--- config.mk ---
export PLATFORM = sky130hd
export DESIGN_NAME = blkmove_seq
export DESIGN_NICKNAME = d
export VERILOG_FILES = /design/src/rtl/blkmove_pkg.sv /design/src/rtl/blkmove_fsm.sv /design/src/rtl/blkmove_regs.sv /design/src/rtl/blkmove_bus.sv /design/src/rtl/blkmove_seq.sv
export SDC_FILE = /design/constraint.sdc
export NUM_CORES = 1
export LEC_CHECK = 0
export ABC_AREA = 1
export ABC_CLOCK_PERIOD_IN_PS = 3300
export BUFFER_PORTS_ARGS = -buffer_cell sky130_fd_sc_hd__buf_2
export CAP_MARGIN = 0
export CORE_MARGIN = 2
export CORE_UTILIZATION = 50
export DETAILED_ROUTE_END_ITERATION = 6
export GPL_ROUTABILITY_DRIVEN = 1
export PLACE_DENSITY = 0.77
export SLEW_MARGIN = 0
export SYNTH_ARGS = -nofsm -noshare
export SYNTH_HDL_FRONTEND = slang
export SYNTH_SLANG_ARGS = --single-unit
--- constraint.sdc ---
create_clock -name clk -period 3.3 [get_ports clk]
set_input_delay 0.495 -clock clk [delete_from_list [all_inputs] [get_ports clk]]
set_output_delay 0.495 -clock clk [all_outputs]
set_load 0.01 [all_outputs]
--- src/rtl/blkmove_pkg.sv ---
package blkmove_pkg;

    localparam int OFF_W_D  = 16;
    localparam int BANK_W_D = 8;
    localparam int DATA_W_D = 8;
    localparam int REWIND_D = 3;

    localparam logic [7:0] OPC_UP   = 8'h54;
    localparam logic [7:0] OPC_DOWN = 8'h44;

    typedef enum logic [2:0] {
        PH_IDLE  = 3'd0,
        PH_DBANK = 3'd1,
        PH_SBANK = 3'd2,
        PH_READ  = 3'd3,
        PH_WRITE = 3'd4,
        PH_IO1   = 3'd5,
        PH_IO2   = 3'd6
    } phase_e;

    typedef enum logic {
        DIR_UP   = 1'b0,
        DIR_DOWN = 1'b1
    } dir_e;

    function automatic logic is_move_op(input logic [7:0] op);
        return (op == OPC_UP) || (op == OPC_DOWN);
    endfunction

    function automatic dir_e op_dir(input logic [7:0] op);
        return (op == OPC_DOWN) ? DIR_DOWN : DIR_UP;
    endfunction

    function automatic logic [OFF_W_D-1:0] index_step(input logic [OFF_W_D-1:0] v,
                                                      input dir_e d);
        return (d == DIR_UP) ? v + 1'b1 : v - 1'b1;
    endfunction

endpackage

--- src/rtl/blkmove_fsm.sv ---
module blkmove_fsm
    import blkmove_pkg::*;
(
    input  logic       clk,
    input  logic       rst,
    input  logic       start,
    input  logic [7:0] opcode,
    input  logic       more,
    output phase_e     phase,
    output dir_e       dir,
    output logic       accept,
    output logic       done,
    output logic       again
);

    phase_e ph_q, ph_d;
    dir_e   dir_q;
    logic   done_q, again_q;

    assign accept = start && (ph_q == PH_IDLE) && is_move_op(opcode);

    always_comb begin
        case (ph_q)
            PH_IDLE:  ph_d = accept ? PH_DBANK : PH_IDLE;
            PH_DBANK: ph_d = PH_SBANK;
            PH_SBANK: ph_d = PH_READ;
            PH_READ:  ph_d = PH_WRITE;
            PH_WRITE: ph_d = PH_IO1;
            PH_IO1:   ph_d = PH_IO2;
            PH_IO2:   ph_d = PH_IDLE;
            default:  ph_d = PH_IDLE;
        endcase
    end

    always_ff @(posedge clk) begin
        if (rst) begin
            ph_q    <= PH_IDLE;
            dir_q   <= DIR_UP;
            done_q  <= 1'b0;
            again_q <= 1'b0;
        end else begin
            ph_q    <= ph_d;
            if (accept) dir_q <= op_dir(opcode);
            done_q  <= (ph_q == PH_IO2);
            again_q <= (ph_q == PH_IO2) && more;
        end
    end

    assign phase = ph_q;
    assign dir   = dir_q;
    assign done  = done_q;
    assign again = again_q;

    AST_DONE_SINGLE: assert property (@(posedge clk) disable iff (rst)
        done_q |=> !done_q);
    AST_AGAIN_WITH_DONE: assert property (@(posedge clk) disable iff (rst)
        again_q |-> done_q);
    AST_WRITE_AFTER_READ: assert property (@(posedge clk) disable iff (rst)
        (ph_q == PH_WRITE) |-> ($past(ph_q) == PH_READ));

endmodule

--- src/rtl/blkmove_regs.sv ---
module blkmove_regs
    import blkmove_pkg::*;
#(
    parameter int OFF_W  = OFF_W_D,
    parameter int BANK_W = BANK_W_D,
    parameter int DATA_W = DATA_W_D,
    parameter int REWIND = REWIND_D
) (
    input  logic              clk,
    input  logic              rst,
    input  logic              accept,
    input  phase_e            phase,
    input  dir_e              dir,
    input  logic [OFF_W-1:0]  a_in,
    input  logic [OFF_W-1:0]  x_in,
    input  logic [OFF_W-1:0]  y_in,
    input  logic [OFF_W-1:0]  pc_in,
    input  logic [BANK_W-1:0] pbank_in,
    input  logic [DATA_W-1:0] rdata,
    output logic [OFF_W-1:0]  a_q,
    output logic [OFF_W-1:0]  x_q,
    output logic [OFF_W-1:0]  y_q,
    output logic [OFF_W-1:0]  pc_q,
    output logic [BANK_W-1:0] pbank_q,
    output logic [BANK_W-1:0] dbank_q,
    output logic [BANK_W-1:0] sbank_q,
    output logic [BANK_W-1:0] dbr_q,
    output logic [DATA_W-1:0] buf_q,
    output logic              more
);

    localparam logic [OFF_W-1:0] REWIND_V = OFF_W'(REWIND);

    assign more = (a_q != '0);

    always_ff @(posedge clk) begin
        if (rst) begin
            a_q     <= '0;
            x_q     <= '0;
            y_q     <= '0;
            pc_q    <= '0;
            pbank_q <= '0;
            dbank_q <= '0;
            sbank_q <= '0;
            dbr_q   <= '0;
            buf_q   <= '0;
        end else if (accept) begin
            a_q     <= a_in;
            x_q     <= x_in;
            y_q     <= y_in;
            pc_q    <= pc_in;
            pbank_q <= pbank_in;
        end else begin
            case (phase)
                PH_DBANK: begin
                    dbank_q <= BANK_W'(rdata);
                    pc_q    <= pc_q + 1'b1;
                end
                PH_SBANK: begin
                    sbank_q <= BANK_W'(rdata);
                    pc_q    <= pc_q + 1'b1;
                end
                PH_READ: buf_q <= rdata;
                PH_IO2: begin
                    a_q   <= a_q - 1'b1;
                    x_q   <= index_step(x_q, dir);
                    y_q   <= index_step(y_q, dir);
                    dbr_q <= dbank_q;
                    if (more) pc_q <= pc_q - REWIND_V;
                end
                default: ;
            endcase
        end
    end

    AST_COUNT_DEC: assert property (@(posedge clk) disable iff (rst)
        (phase == PH_IO2) |=> (a_q == OFF_W'($past(a_q) - 1'b1)));
    AST_PC_REWIND: assert property (@(posedge clk) disable iff (rst)
        (phase == PH_IO2 && more) |=> (pc_q == OFF_W'($past(pc_q) - REWIND_V)));
    AST_PC_HOLD_LAST: assert property (@(posedge clk) disable iff (rst)
        (phase == PH_IO2 && !more) |=> $stable(pc_q));
    AST_DBR_LOAD: assert property (@(posedge clk) disable iff (rst)
        (phase == PH_IO2) |=> (dbr_q == $past(dbank_q)));

endmodule

--- src/rtl/blkmove_bus.sv ---
module blkmove_bus
    import blkmove_pkg::*;
#(
    parameter int OFF_W  = OFF_W_D,
    parameter int BANK_W = BANK_W_D,
    parameter int DATA_W = DATA_W_D,
    localparam int ADDR_W = OFF_W + BANK_W
) (
    input  phase_e            phase,
    input  logic [BANK_W-1:0] pbank,
    input  logic [BANK_W-1:0] dbank,
    input  logic [BANK_W-1:0] sbank,
    input  logic [OFF_W-1:0]  pc,
    input  logic [OFF_W-1:0]  x,
    input  logic [OFF_W-1:0]  y,
    input  logic [DATA_W-1:0] buf_data,
    output logic [ADDR_W-1:0] addr,
    output logic              rd,
    output logic              wr,
    output logic [DATA_W-1:0] wdata
);

    always_comb begin
        addr  = '0;
        rd    = 1'b0;
        wr    = 1'b0;
        wdata = '0;
        case (phase)
            PH_DBANK, PH_SBANK: begin
                addr = {pbank, pc};
                rd   = 1'b1;
            end
            PH_READ: begin
                addr = {sbank, x};
                rd   = 1'b1;
            end
            PH_WRITE: begin
                addr  = {dbank, y};
                wr    = 1'b1;
                wdata = buf_data;
            end
            PH_IO1, PH_IO2: addr = {dbank, y};
            default: ;
        endcase
    end

endmodule

--- src/rtl/blkmove_seq.sv ---
module blkmove_seq
    import blkmove_pkg::*;
#(
    parameter int OFF_W  = OFF_W_D,
    parameter int BANK_W = BANK_W_D,
    parameter int DATA_W = DATA_W_D,
    parameter int REWIND = REWIND_D,
    localparam int ADDR_W = OFF_W + BANK_W
) (
    input  logic              clk,
    input  logic              rst,
    input  logic              start,
    input  logic [7:0]        opcode,
    input  logic [OFF_W-1:0]  a_in,
    input  logic [OFF_W-1:0]  x_in,
    input  logic [OFF_W-1:0]  y_in,
    input  logic [OFF_W-1:0]  pc_in,
    input  logic [BANK_W-1:0] pbank_in,
    output logic [ADDR_W-1:0] mem_addr,
    output logic              mem_rd,
    output logic              mem_wr,
    output logic [DATA_W-1:0] mem_wdata,
    input  logic [DATA_W-1:0] mem_rdata,
    output logic              busy,
    output logic              done,
    output logic              again,
    output logic [OFF_W-1:0]  a_out,
    output logic [OFF_W-1:0]  x_out,
    output logic [OFF_W-1:0]  y_out,
    output logic [OFF_W-1:0]  pc_out,
    output logic [BANK_W-1:0] dbank_out
);

    phase_e            phase;
    dir_e              dir;
    logic              accept, more;
    logic [BANK_W-1:0] pbank_q, dbank_q, sbank_q;
    logic [DATA_W-1:0] buf_q;

    blkmove_fsm u_fsm (
        .clk    (clk),
        .rst    (rst),
        .start  (start),
        .opcode (opcode),
        .more   (more),
        .phase  (phase),
        .dir    (dir),
        .accept (accept),
        .done   (done),
        .again  (again)
    );

    blkmove_regs #(
        .OFF_W  (OFF_W),
        .BANK_W (BANK_W),
        .DATA_W (DATA_W),
        .REWIND (REWIND)
    ) u_regs (
        .clk      (clk),
        .rst      (rst),
        .accept   (accept),
        .phase    (phase),
        .dir      (dir),
        .a_in     (a_in),
        .x_in     (x_in),
        .y_in     (y_in),
        .pc_in    (pc_in),
        .pbank_in (pbank_in),
        .rdata    (mem_rdata),
        .a_q      (a_out),
        .x_q      (x_out),
        .y_q      (y_out),
        .pc_q     (pc_out),
        .pbank_q  (pbank_q),
        .dbank_q  (dbank_q),
        .sbank_q  (sbank_q),
        .dbr_q    (dbank_out),
        .buf_q    (buf_q),
        .more     (more)
    );

    blkmove_bus #(
        .OFF_W  (OFF_W),
        .BANK_W (BANK_W),
        .DATA_W (DATA_W)
    ) u_bus (
        .phase    (phase),
        .pbank    (pbank_q),
        .dbank    (dbank_q),
        .sbank    (sbank_q),
        .pc       (pc_out),
        .x        (x_out),
        .y        (y_out),
        .buf_data (buf_q),
        .addr     (mem_addr),
        .rd       (mem_rd),
        .wr       (mem_wr),
        .wdata    (mem_wdata)
    );

    assign busy = (phase != PH_IDLE);

    AST_RW_EXCLUSIVE: assert property (@(posedge clk) disable iff (rst)
        !(mem_rd && mem_wr));
    AST_IDLE_QUIET: assert property (@(posedge clk) disable iff (rst)
        !busy |-> (!mem_rd && !mem_wr));
    AST_DONE_AFTER_BUSY: assert property (@(posedge clk) disable iff (rst)
        done |-> $past(busy));

endmodule

# Word level (Yosys, flattened, before mapping)

Index checks and enable logic that the tools add are counted.

Add/sub/neg operators: 7
Eq/ne operators: 9
Multiplexer cells: 18
Bitwise gates (word level): 1
Reductions and logical operators: 17

Operators by type and width:

| operator                                           | number |
|---|---|
| 2-to-1 mux 16 bit                                  | 10 |
| one-hot mux 24 bit (3 select lines)                | 1 |
| adder 16 x 1 -> 16 bit, second input constant      | 3 |
| subtractor 16 x 1 -> 16 bit, second input constant | 3 |
| one-hot mux 16 bit (2 select lines)                | 1 |
| one-hot mux 3 bit (6 select lines)                 | 1 |
| == test 8 x 7 -> 1 bit, second input constant      | 2 |
| nonzero test 16 bit                                | 1 |
| subtractor 16 x 2 -> 16 bit, second input constant | 1 |
| AND reduction 2 bit                                | 5 |
| == test 3 bit, second input constant               | 3 |
| 2-to-1 mux 8 bit                                   | 1 |
| == test 3 x 2 -> 1 bit, second input constant      | 2 |
| nonzero test 3 bit                                 | 2 |
| OR reduction 3 bit                                 | 2 |
| 2-to-1 mux 1 bit                                   | 4 |
| == test 3 x 1 -> 1 bit, second input constant      | 1 |
| logical AND 1 bit                                  | 3 |
| zero test 3 bit                                    | 1 |
| inequality test 3 bit, second input constant       | 1 |
| nonzero test 2 bit                                 | 1 |
| OR reduction 2 bit                                 | 1 |
| logical OR 1 bit                                   | 1 |
| inverter 1 bit                                     | 1 |

Bits in registers: 110
Input bits: 91
Output and inout port bits: 109

# Depth between registers and ports, before layout

Gate-level depths: netlist (run 1).

Depth after elaboration: 5
Depth in mapped cells: 16
Gate-level depth less buffers: 14

# Modules after synthesis

From an unflattened synthesis (run 1), not the netlist that was laid out.

Cell total of the unflattened synthesis: 1,250
Area total of the unflattened synthesis: 7,978.9 µm²

By module, submodules not included:

| module       | times used | cells an instance | area an instance (µm²) | sequential area each (µm²) |
|---|---|---|---|---|
| blkmove_regs | 1          | 1,017             | 6,703.9                | 2,082.0 |
| blkmove_bus  | 1          | 189               | 979.7                  | 0.0 |
| blkmove_fsm  | 1          | 41                | 284.0                  | 120.1 |
| blkmove_seq  | 1          | 3                 | 11.3                   | 0.0 |

# Worst setup path after synthesis (run 1)

OpenSTA, ideal clock, no wires.

Kind: register to register
Start point: register u_fsm.dir_q, in the netlist u_fsm.dir
End point: register u_regs.x_q[14]
Setup time: 0.116 ns
Data arrival time: 2.237 ns
Path slack: 0.947 ns
Cell stages (with the launch flop): 11
Path buffers: 0
Clock period less this slack: 2.353 ns
Cell sequence: dfxtp_1 > inv_1 > fa_1 > nand3b_1 > nand2_1 > a21oi_1 > inv_1 > nand3_1 > o2111ai_1 > and2_1 > o21ai_1

Longest elaborated chain between the ends: 3

RTL lines:

| item                   | line               | source |
|---|---|---|
| from (decl)            | blkmove_fsm.sv:17  | `dir_e dir_q;` |
| from (signal assigned) | blkmove_fsm.sv:43  | `if (accept) dir_q <= op_dir(opcode);` |
| 2-to-1 mux 16 bit      | blkmove_pkg.sv:36  | `return (d == DIR_UP) ? v + 1'b1 : v - 1'b1;` |
| 2-to-1 mux 16 bit      | blkmove_regs.sv:54 | `case (phase)` |
| 2-to-1 mux 16 bit      | blkmove_regs.sv:47 | `end else if (accept) begin` |
| to (signal assigned)   | blkmove_regs.sv:49 | `x_q <= x_in;` |
| to (signal assigned)   | blkmove_regs.sv:66 | `x_q <= index_step(x_q, dir);` |
| to (decl)              | blkmove_regs.sv:21 | `output logic [OFF_W-1:0] x_q,` |

Every way passes these cells. The select of a mux whose other input is x is not followed.
A chain may end at the register's enable or synchronous reset.

# Final worst setup path (run 1)

Start point: register u_fsm.ph_q[0], in the netlist u_fsm.phase[0]
End point: output mem_addr[2]

Longest elaborated chain between the ends: 3
Elaborated cells between the ends (all ways): 9
Those cells by class: eq/ne: 6; mux: 1; reduce/logical: 2

RTL lines:

| item                                                                      | line              | source |
|---|---|---|
| from (decl)                                                               | blkmove_fsm.sv:16 | `phase_e ph_q, ph_d;` |
| from (signal assigned)                                                    | blkmove_fsm.sv:42 | `ph_q <= ph_d;` |
| == test 3 bit (tied with other cells)                                     | blkmove_bus.sv:28 | `case (phase)` |
| OR reduction 3 bit (no source line) or OR reduction 2 bit (tied branches) | n/a               |  |
| one-hot mux 24 bit (3 select lines) (*)                                   | blkmove_bus.sv:28 |  |
| to (decl)                                                                 | blkmove_seq.sv:19 | `output logic [ADDR_W-1:0] mem_addr,` |

Mark *: on every way between the ends. The rest lies on a longest branch, timed or not.

==> impl_metrics.tcl, run 1 <==
set metrics [dict create \
    grt_use_total 0.299 \
    dieHeight_um 126 \
    final_max_slew_violation_count 0 \
    drt-wirelength-per-cell_um 15.6 \
    synthArstFlopShare 0 \
    port_bufs 199 \
    clk_pin_slew_ps 80 \
    synth.yosys.seq_area_share 0.298 \
    post_cts.repair.setup_buffers 0 \
    grt.overflow.total 0 \
    grt_antenna_before_repair 1 \
    rsz_0062_raised_after_global_routing "false" \
    power_frac_clock 0.432 \
    cellPowerDensity_nw_per_um2 295 \
    final_area_sq_um 8760 \
    p_leak_nw 4.25 \
    finalWirelength_mm 23.7 \
    area.growth.synth_to_final_pct 18.6 \
    maxCapViolCount 0 \
    critical-path-max-stage-delay_ps 480 \
    dp_hpwl_mm 17.7 \
    post_route_cells_drive_above_1_share 0.195 \
    post_synth_num_cell_types 45 \
    remaining_drc_errors 0 \
    synth.area.top_cells "dfxtp_1 30%, nand2_1 16%, inv_1 7.1%" \
    cp_cell_sequence "inv_2 > nor2_1 > inv_1 > nor2_1 > inv_1 > nand2_1 > buf_4 > inv_1 > o211ai_1 > buf_2" \
    boundaryPins 200 \
    critical_path_required_ps 2800 \
    status "completed" \
    period_needed_ps 2860 \
    vias 8307 \
    final_setup_margin_ps 436 \
    cts_buffers 9 \
    fmax_achieved_ghz 0.349 \
    cts_sinks 110 \
    worstPathArrival_ps 2370 \
    grt_max_degree 75 \
    post-place-ws_ps 722 \
    post-synth-top-area-cell "dfxtp_1" \
    netSwitchingPower_uw 666 \
    die_w_um 126 \
    finalSetupViolations 0 \
    synthesis.yosys.warnings 0 \
    grt_first_pass_wirelength_mm 38.3 \
    clock-root-buffer "clkbuf_16" \
    ctsHoldBuffers 0 \
    post_cts_resize_count 0 \
    grt_pass1_vias 7596 \
    fin_hold_viols 0 \
    synth_enable_flop_cells 0 \
    worst_clk_skew_ps 5.73 \
    power.combinational.fraction 0.051 \
    syn_avg_cell_area_sq_um 6.36 \
    critical_path.endpoint_type "output port" \
    route.detailed.vias_per_inst 5.45 \
    synth_largest_type_area_fraction 0.298 \
    seq_power_share 0.517 \
    detail_route.iter0.violations 603 \
    detailedRoute.firstPassIterationCount 5 \
    worst-path-max-fanout 18 \
    final.setup.tns_ps 0 \
    initial_utilization 0.510 \
    yosys_register_bits 110 \
    peakVddDrop_mv 0.239 \
    clk-insertion-delay-late_ps 370 \
    htree_num_levels 3 \
    power.share.switching 0.257 \
    site_row_count 44 \
    syn-cell-area_sq_um 7390 \
    gpl_congestion 0.945 \
    cpMostUsedCell "inv_1" \
    cts_tree "yes" \
    post_synth_inst_count 1161 \
    worst_hold_path_type "in2reg" \
    dpl-instance-area_sq_um 8470 \
    placeableCoreArea_sq_um 14500 \
    cts-root-to-sink-buffers 2 \
    timing_worst_setup_path_type "reg2out" \
    r2r.worst_path.cells 10 \
    slew_headroom 0.226 \
    final_antenna_net_count 0 \
    internal_power_mw 1.92 \
    slowest_stage "dfxtp_1" \
    critPathLaunchType "register" \
    min_period_over_period 0.868 \
    hold_path_depth 2 \
    dieArea_sq_um 15800 \
    nets_final 1459 \
    ys.flop_type "dfxtp_1" \
    transition_time_at_the_pin_with_the_least_slew_margin_ps 1160 \
    synth_fp_nets 1285 \
]
[critical path: cells and delay by family (launching register included)]
| kind | cells | cell delay, ps |
|---|---|---|
| compound gates | 1 | 260 |
| buf+inv | 6 | 850 |
| flops | 1 | 480 |
| simple gates | 3 | 400 |
[worst paths after layout]
kind                     end  slack [ps]             from
max              mem_addr[2]         440   u_fsm.phase[0]
min                u_fsm.dir         320        opcode[4]
max reg2reg    u_regs.x_q[6]         670   u_fsm.phase[2]
min reg2reg  u_regs.buf_q[3]         460  u_regs.buf_q[3]
[stage by stage]
step                total power [mW]  std cells  hold slack [ps]  utilization
detailed placement              1.50       1508              448        0.585
floorplan                       1.42       1161              429            -
finish                          2.59       1525              319        0.605
global route                    2.67       1525              311        0.605
CTS                             2.59       1524              313        0.605
global placement                1.50       1508              443        0.585
[registers in the layout (all words and copies together) (netlist names), 16 cells and up]
signal and count:
u_regs.y_q 16, u_regs.x_q 16, u_regs.pc_q 16, u_regs.a_q 16
[layout make-up]
class	instances	area, sq um
diodes	1	2.50
fillers	1427	5720
multi-input cells	853	4380
repair buffers	213	1100
flip-flops and latches	110	2200
clock buffers	9	225
inverters	148	556
well taps	184	230
clock inverters	7	62.6
[kinds of logic (layout without fill, tap and decap cells)]
| group | count (synthesis) | count (layout) | synth area share |
|---|---|---|---|
| and+or+nand+nor | 516 | 516 | 0.289 |
| AOI/OAI and AO/OA | 284 | 284 | 0.222 |
| xor gates and xnor gates | 20 | 20 | 0.0237 |
| adders and majority gates | 33 | 33 | 0.0579 |
| DFF | 110 | 110 | 0.298 |
| buffers and inverters | 198 | 377 | 0.109 |
| other | 0 | 1 | 0 |
[per-layer routing]
layer / track usage / wire length, um / share of wire / vias to the layer above
li1: - / - / - / 4172
met1: 0.403 / 10900 / 0.46 / 3801
met2: 0.490 / 10900 / 0.46 / 292
met3: 0.0372 / 1320 / 0.056 / 42
met4: 0.112 / 633 / 0.027 / 0
met5: 0 / 0 / 0 / -
[power groups by stage]
stage                     clock, mW  sequential, mW  combinational, mW
after floorplan                   0            1.37             0.0548
final                          1.12            1.34              0.133
after CTS                      1.12            1.34              0.132
after global placement            0            1.37              0.131
after global routing           1.18            1.34              0.148
after detailed placement          0            1.37              0.131
[synthesized netlist by cell type, drive strengths merged, types with 4 or more instances]
master / n
nand2: 324
inv: 147
nor2: 116
o21ai: 113
dfxtp: 110
a21oi: 94
nand3: 50
ha: 31
clkbuf: 27
buf: 23
a31oi: 22
o221ai: 22
xor2: 13
a41oi: 8
nand3b: 7
o211ai: 7
xnor2: 7
or2: 5
a211oi: 4
nand4: 4
nor3: 4
nor4: 4
o21bai: 4
[layout by cell type (no fill, tap or decap), types with 5 or more instances in the layout]
cell type  instances
nand2_1          316
buf_2            199
inv_1            139
dfxtp_1          110
nor2_1           109
o21ai_0          105
a21oi_1           92
nand3_1           49
ha_1              31
a31oi_1           22
o221ai_1          22
buf_4             14
xor2_1            13
clkbuf_16          9
a41oi_1            8
o21ai_1            8
inv_2              8
nand2_2            8
nand3b_1           7
xnor2_1            7
o211ai_1           7
or2_2              5
(Power assumes the default switching activity.)
==> run 2: changes to the inputs <==
- CTS_BUF_LIST: not set -> sky130_fd_sc_hd__clkbuf_2 sky130_fd_sc_hd__clkbuf_4 sky130_fd_sc_hd__clkbuf_8
==> run 2 against run 1 <==
Compared with the run above: die area unchanged; via count hardly changed; first-iteration DRC count increased by 20%; clock skew increased by 4.4 ps; register-to-register slack worse by 30 ps; sequential power barely moved; power shrank 10%; hold slack worse by 45 ps; non-clock buffer count is the same; count of clock-buffer cells in the layout unchanged; sequential share of layout area is 0.29 points higher; highest routed layer unchanged.
==> impl_metrics.tcl, run 2 (synthesis gave the netlist of run 1 again) <==
set metrics [dict create \
    slew_headroom 0.217 \
    grt.overflow.total 0 \
    finalSetupViolations 0 \
    final_area_sq_um 8660 \
    worstPathArrival_ps 2400 \
    htree_num_levels 3 \
    dieHeight_um 126 \
    grt.met1_usage 0.405 \
    p_leak_nw 4.20 \
    critical_path.endpoint_type "output port" \
    maxCapViolCount 0 \
    r2r.worst_path.cells 10 \
    final_max_slew_violation_count 0 \
    route.detailed.vias_per_inst 5.45 \
    area.growth.synth_to_final_pct 17.3 \
    peakVddDrop_mv 0.178 \
    status "completed" \
    fin_total_pwr_mw 2.32 \
    timing.rr.end "u_regs.y_q[15]" \
    clock-root-buffer "clkbuf_8" \
    grt_use_total 0.298 \
    drt-wirelength-per-cell_um 15.6 \
    rsz_0062_raised_after_global_routing "false" \
    stdcell_count 1525 \
    final_antenna_net_count 0 \
    clk-insertion-delay-late_ps 410 \
    dpl-instance-area_sq_um 8470 \
    site_row_count 44 \
    dieArea_sq_um 15800 \
    boundaryPins 200 \
    grt_first_pass_wirelength_mm 38.2 \
    min_period_over_period 0.877 \
    worst_clk_skew_ps 10.1 \
    min-delay-start "opcode[4]" \
    placedCellCount 1508 \
    cts_buffers 9 \
    fin_hold_viols 0 \
    ctsHoldBuffers 0 \
    grt_antenna_before_repair 1 \
    mostFrequentLayoutCell "nand2_1" \
    finalWirelength_mm 23.7 \
    final.setup.tns_ps 0 \
    timing_worst_setup_path_type "reg2out" \
    post_cts_resize_count 0 \
    hold_path_depth 2 \
    fmax_achieved_ghz 0.345 \
    worst-path-max-fanout 22 \
    transition_time_at_the_pin_with_the_least_slew_margin_ps 1170 \
    vias 8305 \
    cts-root-to-sink-buffers 2 \
    post_route_cells_drive_above_1_share 0.195 \
    port_bufs 199 \
    cts_sinks 110 \
    worst-r2r-setup-slack_ps 640 \
    gpl_congestion 0.945 \
    cellPowerDensity_nw_per_um2 268 \
    r2r_start "u_fsm.phase[2]" \
    worst_hold_path_type "in2reg" \
    placeableCoreArea_sq_um 14500 \
    final.hold.worst_slack_ps 274 \
    dp_hpwl_mm 17.7 \
    layout.area.seq_sq_um 2200 \
    grt_pass1_vias 7573 \
    remaining_drc_errors 0 \
    initial_utilization 0.510 \
    layout.cells.most_common_list "316 x nand2_1, 199 x buf_2, 139 x inv_1" \
    grt_use_met3 0.0351 \
    critPathLaunchType "register" \
    detail_route.iter0.violations 723 \
    critical_path_required_ps 2800 \
    post_cts.repair.setup_buffers 0 \
    multiInputGateArea_sq_um 4380 \
    die_w_um 126 \
    nets_final 1459 \
    use_met2 0.487 \
    cts_tree "yes" \
    detailedRoute.firstPassIterationCount 5 \
    grt_most_used_layer "met2" \
    filler_cell_count 1451 \
    period_needed_ps 2900 \
    holdPathEnd "u_fsm.dir" \
    clk_pin_slew_ps 120 \
    grt_max_degree 75 \
]
==> run 2: cell counts in the layout (fill, tap and decap cells not counted) <==
No cell type changed its count.
==> run 2: through the flow <==
step | worst slack [ps] | util
4_1_cts | 423 | 0.598
6_report | 405 | 0.598
3_3_place_gp | 750 | 0.585
3_5_place_dp | 722 | 0.585
2_1_floorplan | 947 | -
5_1_grt | 198 | 0.598
==> run 2: worst max path at each step <==
stage | startpoint | end | slack (ps) | cells past startpoint
floorplan | u_fsm.dir | u_regs.x_q[14] | 950 | 10
global placement | opcode[3] | u_regs.a_q[13] | 750 | 9
detailed placement | opcode[3] | u_regs.a_q[13] | 720 | 9
CTS | u_fsm.phase[0] | mem_addr[2] | 420 | 10
global route | u_fsm.phase[0] | mem_addr[2] | 200 | 10
finish | u_fsm.phase[1] | mem_addr[1] | 400 | 6
==> run 2: cell type report <==
| type | count | share of cell area |
|---|---|---|
| clock inverters | 7 | 0.00722 |
| multi-input cells | 853 | 0.506 |
| diodes | 1 | 0.000289 |
| clock buffers | 9 | 0.0143 |
| inverters | 148 | 0.0641 |
| well taps | 184 | 0.0266 |
| flip-flops and latches | 110 | 0.254 |
| repair buffers | 213 | 0.127 |
==> run 2: report_power, final <==
group / internal [mW] / switching (mW) / total [mW]
registers: 1.33 / 0.00632 / 1.34
logic: 0.0588 / 0.0746 / 0.133
clock network: 0.295 / 0.553 / 0.847
==> run 2: worst max-delay path: stages, from the launching register on <==
cell      delay, ps
dfxtp_1         560
nand2_1         170
inv_1            70
nor2_1           70
inv_1           630
o221ai_1        280
buf_2           210
==> run 2: layer usage <==
metal | share of wire | up-vias
met2 | 0.46 | 282
met5 | 0 | -
met1 | 0.46 | 3821
li1 | - | 4167
met4 | 0.025 | 0
met3 | 0.055 | 35
==> run 3: changes to the inputs <==
- REMOVE_ABC_BUFFERS: not set -> 1
==> run 3 against run 2 <==
Compared with the run above: combinational power hardly changed; clock skew rose by 2.9 ps; worst setup slack worse by 95 ps; clock power fell by 4.1%; first-iteration DRC count down 11%; count of clock-buffer cells in the layout rose by 1; via count down 0.90%; cell count barely moved.
==> impl_metrics.tcl, run 3 (synthesis gave the netlist of run 1 again) <==
set metrics [dict create \
    status "completed" \
    route.detailed.vias_per_inst 5.39 \
    cts_buffers 9 \
    fin_hold_viols 0 \
    finalWirelength_mm 23.3 \
    initial_utilization 0.510 \
    grt.overflow.total 0 \
    grt_first_pass_wirelength_mm 37.5 \
    r2r_start "u_fsm.phase[2]" \
    cellPowerDensity_nw_per_um2 263 \
    clk_pin_slew_ps 110 \
    seq_power_share 0.585 \
    slew_headroom 0.387 \
    ctsHoldBuffers 0 \
    cts_sinks 110 \
    r2r.worst_path.cells 10 \
    dieArea_sq_um 15800 \
    power.combinational.fraction 0.059 \
    clk-insertion-delay-late_ps 400 \
    layout.cells.most_common_list "316 x nand2_1, 199 x buf_2, 139 x inv_1" \
    vias 8230 \
    cts-root-to-sink-buffers 2 \
    stdcell_count 1526 \
    period_needed_ps 2990 \
    final_core_util 0.600 \
    min-delay-start "opcode[4]" \
    post_route_cells_drive_above_1_share 0.196 \
    cts_tree "yes" \
    critical_path_required_ps 2800 \
    nets_final 1461 \
    power.share.switching 0.260 \
    placedCellCount 1510 \
    port_bufs 199 \
    critical_path.endpoint_type "output port" \
    placeableCoreArea_sq_um 14500 \
    clock-root-buffer "clkbuf_8" \
    hold_path_depth 2 \
    final_antenna_net_count 0 \
    worst-r2r-setup-slack_ps 510 \
    p_leak_nw 4.20 \
    timing.rr.end "u_regs.x_q[6]" \
    post_cts_resize_count 0 \
    remaining_drc_errors 0 \
    die_w_um 126 \
    maxCapViolCount 0 \
    post_cts.repair.setup_buffers 0 \
    worstPathArrival_ps 2500 \
    critPathLaunchType "register" \
    grt_pass1_vias 7612 \
    dp_hpwl_mm 17.4 \
    power_frac_clock 0.355 \
    timing_worst_setup_path_type "reg2out" \
    cp_launch_point "u_fsm.phase[1]" \
    min_period_over_period 0.906 \
    detail_route.iter0.violations 646 \
    drt-wirelength-per-cell_um 15.3 \
    site_row_count 44 \
    rsz_0062_raised_after_global_routing "false" \
    grt_use_total 0.291 \
    gpl_congestion 0.922 \
    fmax_achieved_ghz 0.334 \
    peakVddDrop_mv 0.223 \
    grt_antenna_before_repair 0 \
    transition_time_at_the_pin_with_the_least_slew_margin_ps 919 \
    finalSetupViolations 0 \
    netSwitchingPower_uw 595 \
    holdPathEnd "u_fsm.dir" \
    boundaryPins 200 \
    dieHeight_um 126 \
    htree_num_levels 3 \
    worst_clk_skew_ps 13.0 \
    detailedRoute.firstPassIterationCount 5 \
    mostFrequentLayoutCell "nand2_1" \
    area.growth.synth_to_final_pct 17.5 \
    final.setup.tns_ps 0 \
    worst_hold_path_type "in2reg" \
    insertedDiodeCount 0 \
    grt_max_degree 45 \
    internal_power_mw 1.69 \
    worst-path-max-fanout 31 \
    final_max_slew_violation_count 0 \
    filler_cell_count 1445 \
]
-- run 3: cell type report --
type / instances / area [sq um] / area share
flip-flops and latches: 110 / 2200 / 0.254
repair buffers: 215 / 1130 / 0.130
well taps: 184 / 230 / 0.0265
inverters: 148 / 556 / 0.0640
multi-input cells: 853 / 4380 / 0.505
clock inverters: 6 / 42.5 / 0.00490
clock buffers: 10 / 138 / 0.0159
-- run 3: how the worst max path moves through the flow --
stage / to / slack [ps] / cells after the start
3_5_place_dp: u_regs.y_q[15] / 640 / 9
5_1_grt: mem_addr[13] / 150 / 6
2_1_floorplan: u_regs.x_q[5] / 400 / 9
4_1_cts: mem_addr[6] / 300 / 6
6_report: mem_addr[6] / 310 / 6
3_3_place_gp: u_regs.a_q[13] / 700 / 9
-- run 3: critical path, cell delays in order (launching register included) --
cell and delay [ps]:
dfxtp_1 550, nand2_1 160, nor2_1 290, clkinv_1 310, buf_4 330, o221ai_1 250
buf_2 190
-- run 3: power by group through the flow --
stage	logic (mW)	clock network, mW	registers (mW)
floorplan	0.0456	0	1.37
global placement	0.133	0	1.37
detailed placement	0.134	0	1.37
CTS	0.134	0.823	1.34
global route	0.151	0.867	1.34
finish	0.136	0.812	1.34
-- run 3: per-layer routing --
layer,share of wire,GRT usage
met5,0,0
met4,0.028,0.101
met3,0.056,0.0488
met2,0.47,0.487
met1,0.45,0.379
-- run 3: stage by stage --
step	power (mW)	area [sq um]	worst slack [ps]	hold WS, ps
after global placement	1.50	8500	701	439
after global routing	2.36	8680	146	286
after floorplan	1.41	7140	402	431
final	2.29	8680	309	273
after CTS	2.30	8680	304	251
after detailed placement	1.50	8500	642	445
